==> src/rtl/txr_pkg.sv <==
package txr_pkg;
    typedef enum logic [1:0] {
        ST_IDLE   = 2'd0,
        ST_SEND   = 2'd1,
        ST_FINISH = 2'd2
    } txr_state_e;

    localparam logic [1:0] FLD_STAT = 2'd0;
    localparam logic [1:0] FLD_LEN  = 2'd1;
    localparam logic [1:0] FLD_ADDR = 2'd2;
    localparam logic [1:0] FLD_CTRL = 2'd3;

    localparam int COL_LIMIT = 16;
endpackage

==> src/rtl/txr_regs.sv <==
module txr_regs import txr_pkg::*; #(
    parameter int NSLOT  = 4,
    parameter int LEN_W  = 11,
    parameter int MEM_AW = 16,
    parameter int SLOT_W = $clog2(NSLOT),
    parameter int MB_W   = MEM_AW - LEN_W
) (
    input  logic                          clk,
    input  logic                          rst_n,
    input  logic                          wr,
    input  logic [SLOT_W+1:0]             addr,
    input  logic [31:0]                   wdata,
    output logic [31:0]                   rdata,
    input  logic                          wb_valid,
    input  logic [SLOT_W-1:0]             wb_slot,
    input  logic [7:0]                    wb_stat,
    input  logic [SLOT_W-1:0]             cur_slot,
    output logic [NSLOT-1:0]              slot_en,
    output logic [NSLOT-1:0][LEN_W-1:0]   slot_len,
    output logic [NSLOT-1:0][MB_W-1:0]    slot_base,
    output logic                          txen,
    output logic                          irq
);
    localparam int BASE_W = 32 - LEN_W;

    logic [SLOT_W-1:0] sel;
    logic [1:0]        fld;
    logic [NSLOT-1:0]  done_v;
    logic [NSLOT-1:0][BASE_W-1:0] base_v;
    logic [NSLOT-1:0][7:0]        stat_v;

    assign sel = addr[SLOT_W+1:2];
    assign fld = addr[1:0];

    for (genvar g = 0; g < NSLOT; g++) begin : g_slot
        logic hit;
        logic hw_wb;
        assign hit   = wr && (sel == SLOT_W'(g));
        assign hw_wb = wb_valid && (wb_slot == SLOT_W'(g));

        // hardware completion has priority over software on flags and status
        always_ff @(posedge clk or negedge rst_n) begin
            if (!rst_n) begin
                slot_en[g] <= 1'b0;
                done_v[g]  <= 1'b0;
                stat_v[g]  <= '0;
            end else if (hw_wb) begin
                slot_en[g] <= 1'b0;
                done_v[g]  <= 1'b1;
                stat_v[g]  <= wb_stat;
            end else if (hit && fld == FLD_ADDR) begin
                slot_en[g] <= wdata[0];
                done_v[g]  <= 1'b0;
            end else if (hit && fld == FLD_STAT) begin
                stat_v[g]  <= wdata[7:0];
            end
        end

        always_ff @(posedge clk or negedge rst_n) begin
            if (!rst_n) begin
                slot_len[g] <= '0;
                base_v[g]   <= '0;
            end else begin
                if (hit && fld == FLD_LEN)  slot_len[g] <= wdata[LEN_W-1:0];
                if (hit && fld == FLD_ADDR) base_v[g]   <= wdata[31:LEN_W];
            end
        end

        assign slot_base[g] = base_v[g][MB_W-1:0];
    end

    always_ff @(posedge clk or negedge rst_n) begin
        if (!rst_n)                      txen <= 1'b0;
        else if (wr && fld == FLD_CTRL)  txen <= wdata[0];
    end

    assign irq = |done_v;

    always_comb begin
        rdata = '0;
        unique case (fld)
            FLD_STAT: rdata[7:0]       = stat_v[sel];
            FLD_LEN:  rdata[LEN_W-1:0] = slot_len[sel];
            FLD_ADDR: begin
                rdata[31:LEN_W] = base_v[sel];
                rdata[1]        = done_v[sel];
                rdata[0]        = slot_en[sel];
                if (sel == '0) rdata[2 +: SLOT_W] = cur_slot;
            end
            FLD_CTRL: rdata[0] = txen;
        endcase
    end
endmodule

==> src/rtl/txr_seq.sv <==
module txr_seq import txr_pkg::*; #(
    parameter int NSLOT   = 4,
    parameter int LEN_W   = 11,
    parameter int MEM_AW  = 16,
    parameter int MIN_LEN = 60,
    parameter int SLOT_W  = $clog2(NSLOT),
    parameter int MB_W    = MEM_AW - LEN_W
) (
    input  logic                         clk,
    input  logic                         rst_n,
    input  logic                         txen,
    input  logic [NSLOT-1:0]             slot_en,
    input  logic [NSLOT-1:0][LEN_W-1:0]  slot_len,
    input  logic [NSLOT-1:0][MB_W-1:0]   slot_base,
    input  logic                         line_col,
    input  logic [7:0]                   mem_rdata,
    output logic                         mem_rd,
    output logic [MEM_AW-1:0]            mem_addr,
    output logic                         tx_valid,
    output logic [7:0]                   tx_data,
    output logic                         wb_valid,
    output logic [SLOT_W-1:0]            wb_slot,
    output logic [7:0]                   wb_stat,
    output logic [SLOT_W-1:0]            cur_slot,
    output logic                         busy
);
    localparam int COL_W = $clog2(COL_LIMIT) + 1;

    txr_state_e        state_q, state_d;
    logic [SLOT_W-1:0] cur_q;
    logic [MB_W-1:0]   base_q;
    logic [LEN_W-1:0]  raw_q, eff_q, idx_q;
    logic [COL_W-1:0]  col_q;
    logic              pipe_q, real_q;
    logic              go, abort_now, last, issue;

    assign go        = (state_q == ST_IDLE) && txen && slot_en[cur_q];
    assign abort_now = (state_q == ST_SEND) && line_col && (col_q == COL_W'(COL_LIMIT - 1));
    assign last      = (idx_q == eff_q - 1'b1);
    assign issue     = (state_q == ST_SEND) && !abort_now;

    always_ff @(posedge clk or negedge rst_n) begin
        if (!rst_n) state_q <= ST_IDLE;
        else        state_q <= state_d;
    end

    always_comb begin
        state_d = state_q;
        unique case (state_q)
            ST_IDLE:   if (go) state_d = ST_SEND;                       // START
            ST_SEND:   if (abort_now || last) state_d = ST_FINISH;      // ABORT / END
            ST_FINISH: state_d = ST_IDLE;                               // NEXT
            default:   state_d = ST_IDLE;
        endcase
    end

    always_ff @(posedge clk or negedge rst_n) begin
        if (!rst_n) begin
            cur_q  <= '0;
            base_q <= '0;
            raw_q  <= '0;
            eff_q  <= '0;
            idx_q  <= '0;
            col_q  <= '0;
            pipe_q <= 1'b0;
            real_q <= 1'b0;
        end else begin
            pipe_q <= issue;
            real_q <= issue && (idx_q < raw_q);
            unique case (state_q)
                ST_IDLE: if (go) begin
                    base_q <= slot_base[cur_q];
                    raw_q  <= slot_len[cur_q];
                    eff_q  <= (slot_len[cur_q] < LEN_W'(MIN_LEN)) ? LEN_W'(MIN_LEN) : slot_len[cur_q];
                    idx_q  <= '0;
                    col_q  <= '0;
                end
                ST_SEND: begin
                    idx_q <= idx_q + 1'b1;
                    if (line_col) col_q <= col_q + 1'b1;
                end
                ST_FINISH: cur_q <= cur_q + 1'b1;
                default: ;
            endcase
        end
    end

    always_comb begin
        mem_rd   = issue && (idx_q < raw_q);
        mem_addr = {base_q, idx_q};
        tx_valid = pipe_q;
        tx_data  = real_q ? mem_rdata : 8'h00;
        wb_valid = (state_q == ST_FINISH);
        wb_slot  = cur_q;
        wb_stat  = {(col_q[COL_W-1] ? 4'hF : col_q[3:0]), 2'b00,
                    col_q[COL_W-1], col_q[COL_W-1]};
        cur_slot = cur_q;
        busy     = (state_q != ST_IDLE);
    end
endmodule

==> src/rtl/txr_ring.sv <==
module txr_ring #(
    parameter int NSLOT   = 4,
    parameter int LEN_W   = 11,
    parameter int MEM_AW  = 16,
    parameter int MIN_LEN = 60
) (
    input  logic              clk,
    input  logic              rst_n,
    input  logic              reg_wr,
    input  logic [3:0]        reg_addr,
    input  logic [31:0]       reg_wdata,
    output logic [31:0]       reg_rdata,
    output logic              mem_rd,
    output logic [15:0]       mem_addr,
    input  logic [7:0]        mem_rdata,
    input  logic              line_col,
    output logic              tx_valid,
    output logic [7:0]        tx_data,
    output logic              irq
);
    localparam int SLOT_W = $clog2(NSLOT);
    localparam int MB_W   = MEM_AW - LEN_W;

    logic [NSLOT-1:0]             slot_en;
    logic [NSLOT-1:0][LEN_W-1:0]  slot_len;
    logic [NSLOT-1:0][MB_W-1:0]   slot_base;
    logic                         txen, wb_valid, busy;
    logic [SLOT_W-1:0]            wb_slot, cur_slot;
    logic [7:0]                   wb_stat;

    txr_regs #(.NSLOT(NSLOT), .LEN_W(LEN_W), .MEM_AW(MEM_AW)) u_regs (
        .clk(clk), .rst_n(rst_n), .wr(reg_wr), .addr(reg_addr), .wdata(reg_wdata),
        .rdata(reg_rdata), .wb_valid(wb_valid), .wb_slot(wb_slot), .wb_stat(wb_stat),
        .cur_slot(cur_slot), .slot_en(slot_en), .slot_len(slot_len),
        .slot_base(slot_base), .txen(txen), .irq(irq)
    );

    txr_seq #(.NSLOT(NSLOT), .LEN_W(LEN_W), .MEM_AW(MEM_AW), .MIN_LEN(MIN_LEN)) u_seq (
        .clk(clk), .rst_n(rst_n), .txen(txen), .slot_en(slot_en), .slot_len(slot_len),
        .slot_base(slot_base), .line_col(line_col), .mem_rdata(mem_rdata),
        .mem_rd(mem_rd), .mem_addr(mem_addr), .tx_valid(tx_valid), .tx_data(tx_data),
        .wb_valid(wb_valid), .wb_slot(wb_slot), .wb_stat(wb_stat),
        .cur_slot(cur_slot), .busy(busy)
    );
endmodule

==> config.mk <==
export PLATFORM = sky130hd
export DESIGN_NAME = txr_ring
export DESIGN_NICKNAME = d
export VERILOG_FILES = /design/src/rtl/txr_pkg.sv /design/src/rtl/txr_regs.sv /design/src/rtl/txr_seq.sv /design/src/rtl/txr_ring.sv
export SDC_FILE = /design/constraint.sdc
export NUM_CORES = 1
export LEC_CHECK = 0
export ABC_AREA = 1
export CAP_MARGIN = 20
export CORE_UTILIZATION = 52
export DETAILED_ROUTE_END_ITERATION = 10
export PLACE_DENSITY = 0.77
export SLEW_MARGIN = 5
export SYNTH_ARGS = -nofsm -noshare
export SYNTH_HDL_FRONTEND = slang
export SYNTH_SLANG_ARGS = --single-unit
==> constraint.sdc <==
create_clock -name clk -period 1.9 [get_ports clk]
set_input_delay 0.285 -clock clk [delete_from_list [all_inputs] [get_ports clk]]
set_output_delay 0.285 -clock clk [all_outputs]
set_load 0.1 [all_outputs]
==> impl_metrics.ini <==
[run_status]
status = finished with violations
violations = negative setup slack

[sta]
max_slew.worst_pin.slew_ns = 0.537
fmaxAchievable_ghz = 0.438
maxSlewViolCount = 0
hold_violations = 0
skew_ns = 0.0152
max_slew_margin_pct = 64.1
setup_viol = 10
post-route-period-util_pct = 120
setup_ws_ns = -0.385
grt_setup_unrepaired = yes
finalCriticalPeriod_ns = 2.28

[final_layout]
antenna_cells = 0
syn_to_final_growth_pct = 42.9
stdcell_area_um2 = 15300
drive_above_1_share_pct = 28.2
mostFrequentLayoutCells = nand2_1 (242), dfrtp_1 (207), inv_1 (124)
layout_commonest_cell = nand2_1
fin_cells = 1785
fin_nets = 1563

[critical_path]
cp_max_fo = 2
cpPeakStageDelay_ns = 0.41
startpoint_type = flop
crit_top_cell = ha_2
cp_data_arrival_time_ns = 2.00
r2r_setup_slack_ns = 0
critical_path.cell_chain = ha_2 > inv_2 > nor3_2 > ha_2 > a21oi_2 > and3_4 > buf_12
reg2reg_to = u_regs.stat_v[31]
cp-end-kind = output port
critical_path_class = reg2out
cp_slowest_cell = dfrtp_1
reg2regPathDepth = 8
crit_required_ns = 1.62
reg2reg_from = u_seq.cur_slot[1]

[logic_synthesis]
synth_top_flop_cell = dfrtp_1
yosys_register_bits = 218
ys_seq_area_share_pct = 50.8
syn_avg_cell_area_um2 = 8.35
syn_area_um2 = 10700
synth_nets = 1351
synthCells = 1285
yosysWarnings = 0
synthArstFlopShare_pct = 100
yosys.cell_types.count = 46
synth_edf_count = 0

[floorplanning]
start_util_pct = 53.0
die_x_um = 146
die_height_um = 146
std_cell_rows = 52
die_area_um2 = 21200
ios = 107
core_region_area_um2 = 20200

[global_route]
grt_overflow = 0
grt_pass1_vias = 10487
grt_pass1_wl_um = 53100
grt_antenna_before_repair = 0
gr-usage-all-layers_pct = 31.2
grt_max_degree = 54

[routing]
wl_per_cell_um = 19.7
drc_errors = 0
ant_nets = 0
drt-initial-drc-count = 984
wl_um = 35100
firstDrtPassIters = 7
via_per_inst = 5.97
vias = 10664

[cts]
cts_made_buffers = 24
clock_sinks = 218
clockRootBuffer = clkbuf_16
cts_max_level = 1
clock_latency_ns = 0.53
cts_tree = yes
cts_buffer_depth = 3
path_clk_slew_ns = 0.06

[placement]
post-dp-hpwl_um = 21900
place_ws_ns = -0.446
place.gp.congestion = 0.948
portBuffers = 106
placed_area_um2 = 13800
post-place-cells = 1709

[power]
irDropWorstVdd_uv = 841
p_leak_nw = 7.00
power_density_nw_per_um2 = 1370

[flow_run]
maxCapViolations = 0

[min_path]
hold_path_class = in2async
==> worst max path at each step <==
stage | startpoint | end | slack (ns) | cells after the start
floorplan | reg_addr[2] | reg_rdata[1] | -0.59 | 5
detailed placement | reg_addr[2] | reg_rdata[11] | -0.45 | 8
finish | u_seq.col_q[1] | mem_rd | -0.38 | 7
global route | u_seq.raw_q[2] | mem_rd | -0.44 | 7
global placement | reg_addr[2] | reg_rdata[11] | -0.43 | 8
CTS | u_seq.col_q[1] | mem_rd | -0.38 | 8
==> layout make-up <==
| type | count | area [um^2] |
|---|---|---|
| fill | 1290 | 4900 |
| sequential | 218 | 5490 |
| tap | 270 | 338 |
| timing repair inverter | 1 | 5.00 |
| timing repair buffer | 245 | 2970 |
| multi-input combinational | 834 | 5090 |
| inverter | 173 | 672 |
| clock inverter | 13 | 98.8 |
| clock buffer | 31 | 668 |
==> per-stage QoR <==
stage	power, mW	setup TNS, ns	hold WS (ns)	util [%]
floorplan	12.3	-4.13	-0.0106	-
global placement	14.8	-42.99	0.239	68.0
detailed placement	15.1	-44.65	0.237	68.0
CTS	20.1	-0.812	0.283	73.5
global route	22.0	-2.01	0.315	75.8
finish	21.0	-0.862	0.273	75.8
==> worst max-delay path: cells and delay by family, from the launching register on <==
family	cells	cell delay, ns
AO/OA/AOI/OAI	1	0.16
adder cells (fa/ha/maj)	2	0.37
buffers and inverters	2	0.24
flip-flops	1	0.41
AND/OR/NAND/NOR	2	0.28
==> cells in the mapped netlist (all sizes together) (2+ instances only) <==
cell / number / area, um^2
a22oi: 47 / 353
a21oi: 76 / 380
mux2i: 2 / 20.0
nand4: 9 / 56.3
o21ai: 165 / 826
a31oi: 2 / 27.5
inv: 172 / 646
o22ai: 39 / 244
nand2: 251 / 945
or2: 3 / 18.8
dfrtp: 218 / 5460
nand3: 38 / 190
o211ai: 9 / 67.6
nor3: 2 / 10.0
o21a: 5 / 37.5
a21o: 3 / 22.5
nor2: 106 / 428
o311ai: 2 / 17.5
ha: 18 / 225
xnor2: 2 / 17.5
a22o: 3 / 26.3
o21bai: 4 / 30.0
nor3b: 2 / 15.0
xor2: 6 / 52.6
buf: 27 / 138
clkbuf: 33 / 124
o221ai: 9 / 78.8
mux2: 3 / 33.8
a221oi: 22 / 193
==> routing by layer <==
metal | wire length, um | share of wire [%] | vias to the layer above | track usage [%]
li1 | - | - | 4765 | -
met1 | 13400 | 38 | 5156 | 38.8
met2 | 17300 | 49 | 596 | 53.6
met3 | 2680 | 7.6 | 147 | 4.86
met4 | 1760 | 5.0 | 0 | 14.6
met5 | 0 | 0 | - | 0
==> timing repair <==
item | in CTS | in global routing
buffers inserted | 16 | 11
pin swaps | 29 | 33
gates cloned | 2 | 3
endpoints found under the hold margin | 48 | 0
setup endpoints to repair | 33 | 73
resized for setup | 78 | 92
hold buffers | 1 | 0
==> sequential cells by signal, indices dropped and copies added (netlist names) <==
register / count
u_regs.slot_en: 4
u_seq.base_q: 5
u_regs.base_v: 64
u_seq.raw_q: 11
u_regs.slot_base: 20
u_seq.tx_valid: 1
u_seq.cur_slot: 2
u_seq.eff_q: 11
u_seq.real_q: 1
u_regs.stat_v: 32
u_seq.col_q: 5
u_seq.idx_q: 11
u_seq.state_q: 2
u_regs.txen: 1
u_regs.done_v: 4
u_regs.slot_len: 44
==> power by group <==
part / leakage, nW / switching, mW / internal (mW)
clock: 0.381 / 1.97 / 2.62
combinational: 3.95 / 5.86 / 3.46
sequential: 2.67 / 1.04 / 6.08
total: 7.00 / 8.87 / 12.2
==> cells by family after synthesis <==
family | after synthesis | synth area share, %
mux | 5 | 0.501
flops | 218 | 50.8
compound gates | 390 | 21.8
simple gates | 413 | 15.6
fa+ha+maj | 18 | 2.10
buf+inv | 233 | 8.50
xor+xnor | 8 | 0.653
Note: power is estimated with default switching activity, not from simulation.
